$ cat src/rtl/dmc_pkg.sv
// Shared types for the direct-mapped cache controller.
// Assumes: nothing beyond the encoding of the sequencer states.
package dmc_pkg;
    typedef enum logic [1:0] {
        ST_IDLE  = 2'd0,
        ST_FILL  = 2'd1,
        ST_WRITE = 2'd2,
        ST_RESP  = 2'd3
    } dmc_state_e;
endpackage

$ cat src/rtl/dmc_tag_store.sv
// Tag and valid storage, one entry per line.
// Assumes: one read index and one write port; valid flags clear on reset,
// tag contents are don't-care until their valid flag is set.
module dmc_tag_store #(
    parameter int TAG_W = 7,
    parameter int IDX_W = 4
) (
    input  logic             clk,
    input  logic             rst_n,
    input  logic [IDX_W-1:0] rd_idx,
    output logic [TAG_W-1:0] rd_tag,
    output logic             rd_valid,
    input  logic             wr_en,
    input  logic [IDX_W-1:0] wr_idx,
    input  logic [TAG_W-1:0] wr_tag
);
    localparam int LINES = 1 << IDX_W;

    logic [TAG_W-1:0] tag_q [LINES];
    logic [LINES-1:0] vld_q;

    // Valid flags: cleared on reset, set when a line is installed.
    always_ff @(posedge clk) begin
        if (!rst_n)
            vld_q <= '0;
        else if (wr_en)
            vld_q[wr_idx] <= 1'b1;
    end

    // Tag array write.
    always_ff @(posedge clk) begin
        if (wr_en)
            tag_q[wr_idx] <= wr_tag;
    end

    // Asynchronous lookup of the indexed line.
    always_comb begin
        rd_tag   = tag_q[rd_idx];
        rd_valid = vld_q[rd_idx];
    end
endmodule

$ cat src/rtl/dmc_data_store.sv
// Word storage for all lines, addressed by {line index, word offset}.
// Assumes: one asynchronous read port and one write port; no reset needed.
module dmc_data_store #(
    parameter int DATA_W = 16,
    parameter int IDX_W  = 4,
    parameter int OFF_W  = 3
) (
    input  logic              clk,
    input  logic [IDX_W-1:0]  rd_idx,
    input  logic [OFF_W-1:0]  rd_off,
    output logic [DATA_W-1:0] rd_data,
    input  logic              wr_en,
    input  logic [IDX_W-1:0]  wr_idx,
    input  logic [OFF_W-1:0]  wr_off,
    input  logic [DATA_W-1:0] wr_data
);
    localparam int WORDS = 1 << (IDX_W + OFF_W);

    logic [DATA_W-1:0] mem_q [WORDS];

    // Single-word write.
    always_ff @(posedge clk) begin
        if (wr_en)
            mem_q[{wr_idx, wr_off}] <= wr_data;
    end

    // Asynchronous read of the selected word.
    assign rd_data = mem_q[{rd_idx, rd_off}];
endmodule

$ cat src/rtl/dmc_seq.sv
// Request sequencer: accepts a request, refills a whole block on a read miss,
// writes through on a write, and issues a one-cycle response.
// Assumes: lookup_hit is valid for cpu_addr while idle; the line being refilled
// is not looked up until the refill is over.
module dmc_seq
    import dmc_pkg::*;
#(
    parameter int TAG_W  = 7,
    parameter int IDX_W  = 4,
    parameter int OFF_W  = 3,
    parameter int DATA_W = 16,
    localparam int ADDR_W = TAG_W + IDX_W + OFF_W
) (
    input  logic              clk,
    input  logic              rst_n,
    input  logic              cpu_req,
    input  logic              cpu_we,
    input  logic [ADDR_W-1:0] cpu_addr,
    input  logic [DATA_W-1:0] cpu_wdata,
    input  logic              lookup_hit,
    input  logic [DATA_W-1:0] word_q,
    output logic [ADDR_W-1:0] sv_addr,
    output logic              cpu_stall,
    output logic              cpu_rvalid,
    output logic [DATA_W-1:0] cpu_rdata,
    output logic              cpu_hit,
    output logic              tw_en,
    output logic              dw_en,
    output logic [OFF_W-1:0]  dw_off,
    output logic [DATA_W-1:0] dw_data,
    output logic              mem_rd_valid,
    output logic [ADDR_W-1:0] mem_rd_addr,
    input  logic              mem_rd_ready,
    input  logic [DATA_W-1:0] mem_rd_data,
    output logic              mem_wr_valid,
    output logic [ADDR_W-1:0] mem_wr_addr,
    output logic [DATA_W-1:0] mem_wr_data,
    input  logic              mem_wr_ready
);
    localparam logic [OFF_W-1:0] LAST_BEAT = {OFF_W{1'b1}};

    dmc_state_e        state_q;
    logic [OFF_W-1:0]  beat_q;
    logic              sv_we;
    logic              sv_hit;
    logic [DATA_W-1:0] sv_wdata;
    logic              rd_beat;
    logic              wr_done;

    assign rd_beat = (state_q == ST_FILL)  && mem_rd_ready;
    assign wr_done = (state_q == ST_WRITE) && mem_wr_ready;

    // State, beat counter and captured request.
    always_ff @(posedge clk) begin
        if (!rst_n) begin
            state_q  <= ST_IDLE;
            beat_q   <= '0;
            sv_addr  <= '0;
            sv_we    <= 1'b0;
            sv_hit   <= 1'b0;
            sv_wdata <= '0;
        end else begin
            case (state_q)
                ST_IDLE: if (cpu_req) begin
                    sv_addr  <= cpu_addr;
                    sv_we    <= cpu_we;
                    sv_wdata <= cpu_wdata;
                    sv_hit   <= lookup_hit;
                    beat_q   <= '0;
                    if (cpu_we)          state_q <= ST_WRITE;
                    else if (lookup_hit) state_q <= ST_RESP;
                    else                 state_q <= ST_FILL;
                end
                ST_FILL: if (mem_rd_ready) begin
                    beat_q <= beat_q + 1'b1;
                    if (beat_q == LAST_BEAT) state_q <= ST_RESP;
                end
                ST_WRITE: if (mem_wr_ready) state_q <= ST_RESP;
                default:  state_q <= ST_IDLE;
            endcase
        end
    end

    // Backing memory requests.
    always_comb begin
        mem_rd_valid = (state_q == ST_FILL);
        mem_rd_addr  = {sv_addr[ADDR_W-1:OFF_W], beat_q};
        mem_wr_valid = (state_q == ST_WRITE);
        mem_wr_addr  = sv_addr;
        mem_wr_data  = sv_wdata;
    end

    // Array update controls: refill beats, and write hits.
    always_comb begin
        tw_en   = rd_beat && (beat_q == LAST_BEAT);
        dw_en   = rd_beat || (wr_done && sv_hit);
        dw_off  = rd_beat ? beat_q : sv_addr[OFF_W-1:0];
        dw_data = rd_beat ? mem_rd_data : sv_wdata;
    end

    // Processor-side outputs.
    always_comb begin
        cpu_stall  = (state_q != ST_IDLE);
        cpu_rvalid = (state_q == ST_RESP);
        cpu_hit    = (state_q == ST_RESP) && sv_hit;
        cpu_rdata  = sv_we ? sv_wdata : word_q;
    end
endmodule

$ cat src/rtl/dm_cache_ctrl.sv
// Top: direct-mapped cache with whole-block refill and write-through.
// Assumes: backing memory answers reads with mem_rd_ready and accepts
// writes with mem_wr_ready; only one request is outstanding at a time.
module dm_cache_ctrl #(
    parameter int TAG_W  = 7,
    parameter int IDX_W  = 4,
    parameter int OFF_W  = 3,
    parameter int DATA_W = 16,
    localparam int ADDR_W = TAG_W + IDX_W + OFF_W
) (
    input  logic              clk,
    input  logic              rst_n,
    input  logic              cpu_req,
    input  logic              cpu_we,
    input  logic [ADDR_W-1:0] cpu_addr,
    input  logic [DATA_W-1:0] cpu_wdata,
    output logic              cpu_stall,
    output logic              cpu_rvalid,
    output logic [DATA_W-1:0] cpu_rdata,
    output logic              cpu_hit,
    output logic              mem_rd_valid,
    output logic [ADDR_W-1:0] mem_rd_addr,
    input  logic              mem_rd_ready,
    input  logic [DATA_W-1:0] mem_rd_data,
    output logic              mem_wr_valid,
    output logic [ADDR_W-1:0] mem_wr_addr,
    output logic [DATA_W-1:0] mem_wr_data,
    input  logic              mem_wr_ready
);
    localparam int IDX_LSB = OFF_W;
    localparam int TAG_LSB = OFF_W + IDX_W;

    logic [TAG_W-1:0]  line_tag;
    logic              line_vld;
    logic              lookup_hit;
    logic [ADDR_W-1:0] sv_addr;
    logic [DATA_W-1:0] word_q;
    logic              tw_en;
    logic              dw_en;
    logic [OFF_W-1:0]  dw_off;
    logic [DATA_W-1:0] dw_data;

    // Hit when the indexed line is valid and carries the request tag.
    assign lookup_hit = line_vld && (line_tag == cpu_addr[ADDR_W-1:TAG_LSB]);

    dmc_tag_store #(.TAG_W(TAG_W), .IDX_W(IDX_W)) u_tags (
        .clk      (clk),
        .rst_n    (rst_n),
        .rd_idx   (cpu_addr[TAG_LSB-1:IDX_LSB]),
        .rd_tag   (line_tag),
        .rd_valid (line_vld),
        .wr_en    (tw_en),
        .wr_idx   (sv_addr[TAG_LSB-1:IDX_LSB]),
        .wr_tag   (sv_addr[ADDR_W-1:TAG_LSB])
    );

    dmc_data_store #(.DATA_W(DATA_W), .IDX_W(IDX_W), .OFF_W(OFF_W)) u_data (
        .clk     (clk),
        .rd_idx  (sv_addr[TAG_LSB-1:IDX_LSB]),
        .rd_off  (sv_addr[OFF_W-1:0]),
        .rd_data (word_q),
        .wr_en   (dw_en),
        .wr_idx  (sv_addr[TAG_LSB-1:IDX_LSB]),
        .wr_off  (dw_off),
        .wr_data (dw_data)
    );

    dmc_seq #(.TAG_W(TAG_W), .IDX_W(IDX_W), .OFF_W(OFF_W), .DATA_W(DATA_W)) u_seq (
        .clk          (clk),
        .rst_n        (rst_n),
        .cpu_req      (cpu_req),
        .cpu_we       (cpu_we),
        .cpu_addr     (cpu_addr),
        .cpu_wdata    (cpu_wdata),
        .lookup_hit   (lookup_hit),
        .word_q       (word_q),
        .sv_addr      (sv_addr),
        .cpu_stall    (cpu_stall),
        .cpu_rvalid   (cpu_rvalid),
        .cpu_rdata    (cpu_rdata),
        .cpu_hit      (cpu_hit),
        .tw_en        (tw_en),
        .dw_en        (dw_en),
        .dw_off       (dw_off),
        .dw_data      (dw_data),
        .mem_rd_valid (mem_rd_valid),
        .mem_rd_addr  (mem_rd_addr),
        .mem_rd_ready (mem_rd_ready),
        .mem_rd_data  (mem_rd_data),
        .mem_wr_valid (mem_wr_valid),
        .mem_wr_addr  (mem_wr_addr),
        .mem_wr_data  (mem_wr_data),
        .mem_wr_ready (mem_wr_ready)
    );
endmodule

$ cat config.mk
export PLATFORM = sky130hd
export DESIGN_NAME = dm_cache_ctrl
export DESIGN_NICKNAME = d
export VERILOG_FILES = /design/src/rtl/dmc_pkg.sv /design/src/rtl/dmc_tag_store.sv /design/src/rtl/dmc_data_store.sv /design/src/rtl/dmc_seq.sv /design/src/rtl/dm_cache_ctrl.sv
export SDC_FILE = /design/constraint.sdc
export NUM_CORES = 2
export LEC_CHECK = 0
export BUFFER_PORTS_ARGS = -buffer_cell sky130_fd_sc_hd__buf_2
export CAP_MARGIN = 20
export CORE_MARGIN = 2
export CORE_UTILIZATION = 39
export DETAILED_ROUTE_END_ITERATION = 7
export PLACE_DENSITY_LB_ADDON = 0.1
export SYNTH_ARGS = -nofsm -noshare
export SYNTH_HDL_FRONTEND = slang
export SYNTH_SLANG_ARGS = --single-unit
$ cat constraint.sdc
create_clock -name clk -period 4.8 [get_ports clk]
set_clock_uncertainty 0.05 [all_clocks]
set_input_delay 0.24 -clock clk [delete_from_list [all_inputs] [get_ports clk]]
set_output_delay 0.24 -clock clk [all_outputs]
set_load 0.1 [all_outputs]
# --- Word-level counts from Yosys, hierarchy flattened ---
# Memory sizes are Yosys's and may differ from the RTL's. A register that Yosys moved wholly into a read port is not among the register bits.
# Index checks and enable logic that the tools add are counted.
op_classes:
  magnitude_cmp: 3
  mux: 23
  eq_ne: 9
  n_addsub: 1
  bitwise_logic: 1
  reduce_logical: 14
ops:
  columns: ["operator", "count"]
  rows:
  - ["2-to-1 mux 16 bit", 2]
  - ["bitwise OR 16 bit", 1]
  - ["2-to-1 mux 7 bit", 2]
  - ["2-to-1 mux 2 bit", 6]
  - ["< comparator 4 x 5 -> 1 bit (second input constant)", 2]
  - ["2-to-1 mux 3 bit", 3]
  - ["equality test 7 bit", 1]
  - ["logical AND 1 bit", 7]
  - ["2-to-1 mux 1 bit", 6]
  - ["inequality test 2 x 1 -> 1 bit (second input constant)", 3]
  - ["case mux 2 bit (3 select lines)", 1]
  - ["case mux 3 bit (2 select lines)", 1]
  - ["binary-select mux 1 bit (select 4 bit)", 1]
  - ["demux 1 bit (select 4 bit)", 1]
  - ["equality test 2 bit (second input constant)", 2]
  - [">= comparator 4 x 1 -> 1 bit (second input constant)", 1]
  - ["AND reduction 4 bit", 1]
  - ["nonzero test 2 bit", 2]
  - ["adder 3 x 1 -> 3 bit (second input constant)", 1]
  - ["equality test 3 bit (second input constant)", 1]
  - ["AND reduction 3 bit", 1]
  - ["equality test 2 x 1 -> 1 bit (second input constant)", 1]
  - ["logical NOT 2 bit", 1]
  - ["inequality test 2 bit (second input constant)", 1]
  - ["2 further kinds", 2]
totals:
  mem_count: 2
  word_cells: 60
  ramBits: 2160
  input_bits: 52
  regBits: 53
mem_list:
  columns: ["name", "words", "word_bits", "rd", "rd_ports_with_merged_regs", "wr", "line", "rtl"]
  rows:
  - ["u_data.mem_q", 128, 16, 1, 1, 1, "dmc_data_store.sv:19", "logic [DATA_W-1:0] mem_q [WORDS];"]
  - ["u_tags.tag_q", 16, 7, 1, 0, 1, "dmc_tag_store.sv:19", "logic [TAG_W-1:0] tag_q [LINES];"]

# --- Logic depth before layout (Yosys ltp) ---
depth:
  ltp_word: 7
  mapped_depth: 10
  mapped_depth_nobuf: 9

# --- Modules after synthesis ---
# A second synthesis with hierarchy kept.
hier_totals:
  hier_cells: 3577
  area_unflattened_um2: 85508.3
modules_own_cells:
  columns: ["mod", "instances", "cells_per_inst", "area_per_inst_um2", "seq_area_each_um2"]
  rows:
  - ["dmc_data_store", 1, 3070, 78202.5, 61499.0]
  - ["dmc_tag_store", 1, 240, 4968.5, 3683.5]
  - ["dmc_seq", 1, 257, 2259.7, 740.7]
  - ["dm_cache_ctrl", 1, 10, 77.6, 0.0]

# --- Least setup slack after synthesis ---
# OpenSTA, ideal clock, no wires.
synth_path:
  kind: "register -> register"
  start: "register u_seq.state_q[1]"
  end: "memory u_data.mem_q[0][0] (data pin)"
  period_less_slack_ns: 4.508
  t_arrival_ns: 3.947
  setup_slack_ns: 0.292
  path_buffers: 3
  path_stages_with_launch: 9
  setup_time_ns: 0.511
  path_cell_list: "dfxtp_1 > inv_1 > ha_1 > and2_1 > clkbuf_1 > clkbuf_1 > buf_1 > nand2_1 > nand2_1"
synth_between:
  elab_chain_cells: 3
synth_lines:
  columns: ["element", "line", "rtl"]
  rows:
  - ["start, declared", "dmc_seq.sv:42", "dmc_state_e state_q;"]
  - ["start signal, assigned", "dmc_seq.sv:56", "state_q <= ST_IDLE;"]
  - ["start signal, assigned", "dmc_seq.sv:70", "if (cpu_we) state_q <= ST_WRITE;"]
  - ["start signal, assigned", "dmc_seq.sv:71", "else if (lookup_hit) state_q <= ST_RESP;"]
  - ["equality test 2 x 1 -> 1 bit", null, null]
  - ["via mem_rd_valid", "dm_cache_ctrl.sv:21", "output logic mem_rd_valid,"]
  - ["logical AND 1 bit", "dmc_seq.sv:50", "assign rd_beat = (state_q == ST_FILL) && mem_rd_ready;"]
  - ["2-to-1 mux 16 bit", "dmc_seq.sv:98", "dw_data = rd_beat ? mem_rd_data : sv_wdata;"]
  - ["via dw_data[0]", "dm_cache_ctrl.sv:41", "logic [DATA_W-1:0] dw_data;"]
  - ["end, declared", "dmc_data_store.sv:19", null]
# The timed path passes the listed nets, and every way through them passes these cells.

==> run_results.csv <==
group,metric,value,unit
run_status,status,"completed",
worst_hold_path,hold_class,"in -> reg",
pwr,power_frac_seq,46.6,%
logic_synthesis,synth_ff_type,"edfxtp_1",
logic_synthesis,ys_ff_latch,2220,
drt,firstDrtPassIters,5,
floorplanning,dieArea,0.222,sq mm
global_route,grt_usage,21.3,%
pwr,p_clk_share,34.7,%
logic_synthesis,synthMuxAreaShare,14.7,%
pwr,swShare,28.8,%
timing,relSlewSlack,25.6,%
timing,fin_crit,4690,ps
timing,min_period_over_period,97.6,%
clock_tree,cts_htree_levels,4,
logic_synthesis,ys_seq_area_share,77.6,%
logic_synthesis,synth-xor-area-share,0.144,%
setup_path,cp_max_fo,34,
drt,drc,0,
placement,place_area,0.0913,sq mm
logic_synthesis,ys_types,46,
floorplanning,start_util,39.2,%
clock_tree,cts_tree,"done",
floorplanning,rows,171,
global_route,overflow,0,
logic_synthesis,async_flop_share,0,%
logic_synthesis,synth_area_per_cell,21.1,sq um
drt,drt-total-wl,239000,microns
floorplanning,fp.dieW,471,microns
placement,dp_hpwl,143000,microns
timing,slew_viol_final,0,
drt,drtAntennaViolNets,0,
placement,dp_cells,7053,
logic_synthesis,yosys_warnings,0,
clock_tree,path_clk_slew,60,ps
drt,drt_iter0_drc,4404,
drt,num_vias,42300,
pwr,p_switching,14100,uW
logic_synthesis,synth_edf_count,2160,
timing,clock.fmax,0.213,GHz
pwr,p_leak,0.0316,uW
timing,rsz0062_at_grt,"true",
pwr,total_power,49200,uW
final_layout,design_area,0.0998,sq mm
logic_synthesis,syn-cell-area,0.0851,sq mm
floorplanning,core_region_area,0.217,sq mm
pwr,ir_drop,0.000594,V
final_layout,final_cell_mix,"2160 x edfxtp_1, 528 x mux4_2, 297 x a22oi_1, 282 x nand2_1, 251 x buf_4",
setup_path,start_kind,"flop",
logic_synthesis,synthCells,4032,
logic_synthesis,syn_nets,4090,
clock_tree,cts_buffer_depth,3,
placement,io_buffers,116,
clock_tree,numCtsBuffers,230,
clock_tree,cts_sinks,2220,
drt,viasPerCell,5.59,
logic_synthesis,synth-compound-area-share,3.61,%
global_route,grt_antenna_before_repair,7,
clock_tree,cts-root-buf,"clkbuf_16",
setup_path,worstSetupPathType,"reg -> out",
pwr,power_density,493,mW/mm^2
setup_path,cp_data_arrival_time,4400,ps
global_route,grt_pass1_wl,334000,microns
global_route,grt_max_degree,97,
floorplanning,ios,117,
final_layout,fillers,18100,
drt,wire_per_inst,31.6,microns
pwr,combPwrFrac,18.7,%
final_layout,num-nets-final,4567,
timing,fin_tns_setup,0,ps
timing,hold_viol,0,
placement,place.gp.congestion,0.808,
final_layout,fin_cells,7567,
setup_path,cp.required,4510,ps
global_route,grt_pass1_vias,42400,
logic_synthesis,synth_fa_ha_area_share,0.0882,%
timing,tightest_slew,1110,ps
final_layout,drive_above_1_share,29.6,%
final_layout,fin_util,45.9,%
timing,setup_viol,0,
setup_path,crit_path_end_kind,"output port",
flow_run,drv_cap,0,
logic_synthesis,synth_top_family_by_area,"multiplexers",
clock_tree,clock_latency,870,ps
logic_synthesis,synth-simple-area-share,2.54,%
pwr,p_int,35000,uW
final_layout,mostFrequentLayoutCell,"edfxtp_1",
floorplanning,die_h,471,microns
final_layout,area_growth,17.2,%
## synth_stat cells, types with 5 or more instances
| master | count | area share, % |
|---|---|---|
| a21boi_0 | 31 | 0.27 |
| a21oi_1 | 7 | 0.041 |
| a22oi_1 | 327 | 2.9 |
| and2_1 | 9 | 0.066 |
| buf_1 | 43 | 0.19 |
| buf_2 | 54 | 0.32 |
| buf_4 | 16 | 0.14 |
| clkbuf_1 | 127 | 0.56 |
| dfxtp_1 | 60 | 1.4 |
| edfxtp_1 | 2160 | 76 |
| ha_1 | 6 | 0.088 |
| inv_1 | 10 | 0.044 |
| mux2i_1 | 49 | 0.58 |
| mux4_1 | 6 | 0.19 |
| mux4_2 | 528 | 14 |
| nand2_1 | 321 | 1.4 |
| nand2b_1 | 5 | 0.037 |
| nand3_1 | 12 | 0.071 |
| nor2_1 | 153 | 0.67 |
| nor2b_1 | 15 | 0.11 |
| nor3_1 | 6 | 0.035 |
| o21a_1 | 16 | 0.14 |
| o21ai_0 | 10 | 0.059 |
| o21ai_1 | 16 | 0.094 |
| xnor2_1 | 12 | 0.12 |
## metal layers
metal,up-vias,global-route usage [%],share of wire [%]
met4,2,4.29,1.6
met1,23000,30.9,45
li1,17800,-,-
met2,1219,34.2,48
met5,-,0,0.0029
met3,251,3.37,5.2
## metrics by stage
step | setup slack [ps] | hold slack (ps)
after global routing | -45.6 | 100
after CTS | -30.2 | 78.3
after global placement | 148 | 393
final | 114 | 95.7
after floorplan | 292 | 335
after detailed placement | 192 | 404
## final timing paths
path | from | cells past startpoint | end | slack, ps
min | mem_rd_data[15] | 3 | u_data.mem_q[124][15]$_DFFE_PP_ | 100
max | flop | 10 | cpu_rdata[4] | 110
min reg2reg | u_tags.vld_q[13]$_SDFFE_PN0P_ | 1 | u_tags.vld_q[13]$_SDFFE_PN0P_ | 410
max reg2reg | u_seq.state_q[1]$_SDFFE_PN0P_ | 8 | u_data.mem_q[88][9]$_DFFE_PP_ | 790
## state kept, by name (all words and copies together) (netlist names), named ones only
name,flops
u_data.mem_q,2048
u_tags.tag_q,112
u_seq.mem_wr_data,16
u_tags.vld_q,16
u_seq.mem_wr_addr,14
u_seq.beat_q,3
u_seq.state_q,2
u_seq.sv_hit,1
u_seq.sv_we,1
## critical path: stages (launching register included)
cell and delay (ps):
dfxtp_4 530, buf_16 310, buf_12 220, mux4_2 510, a22oi_1 410, nand2_1 180, a22oi_2 300, nand2_1 240
mux2i_1 330, o21ai_1 90, buf_2 310
## kinds of logic after synthesis
| kind of cell | count (synthesis) |
|---|---|
| flip-flops | 2220 |
| buffers and inverters | 254 |
| multiplexers | 583 |
| AO/OA/AOI/OAI | 420 |
| AND/OR/NAND/NOR | 535 |
| adder cells (fa/ha/maj) | 6 |
| XOR/XNOR | 14 |
## final cells by class
class,instances,area [sq um],share of cell area (%)
inverters,11,41.3,0.0414
clock buffers,316,6310,6.33
diodes,6,15.0,0.0151
repair buffers,488,4340,4.35
multi-input cells,1558,18500,18.6
well taps,2854,3570,3.58
clock inverters,114,861,0.863
flip-flops and latches,2220,66100,66.2
## power by group through the flow
stage          Combinational (uW)  Sequential (uW)  Clock, uW
3_3_place_gp                 8870            23300          0
2_1_floorplan                4760            23700          0
4_1_cts                      9260            22900      17400
6_report                     9190            22900      17100
3_5_place_dp                 8930            23300          0
5_1_grt                      9670            22900      18200
## timing repair
item                                    4_1_cts  5_1_grt
hold endpoints to repair                     46        8
setup buffers                                 9        0
pin swaps                                     0        1
resized for setup                            57       25
endpoints found under the setup margin       16       14
hold buffers                                 60        1
gates cloned                                  2        2
No activity file was read; power rests on OpenSTA's default activity.
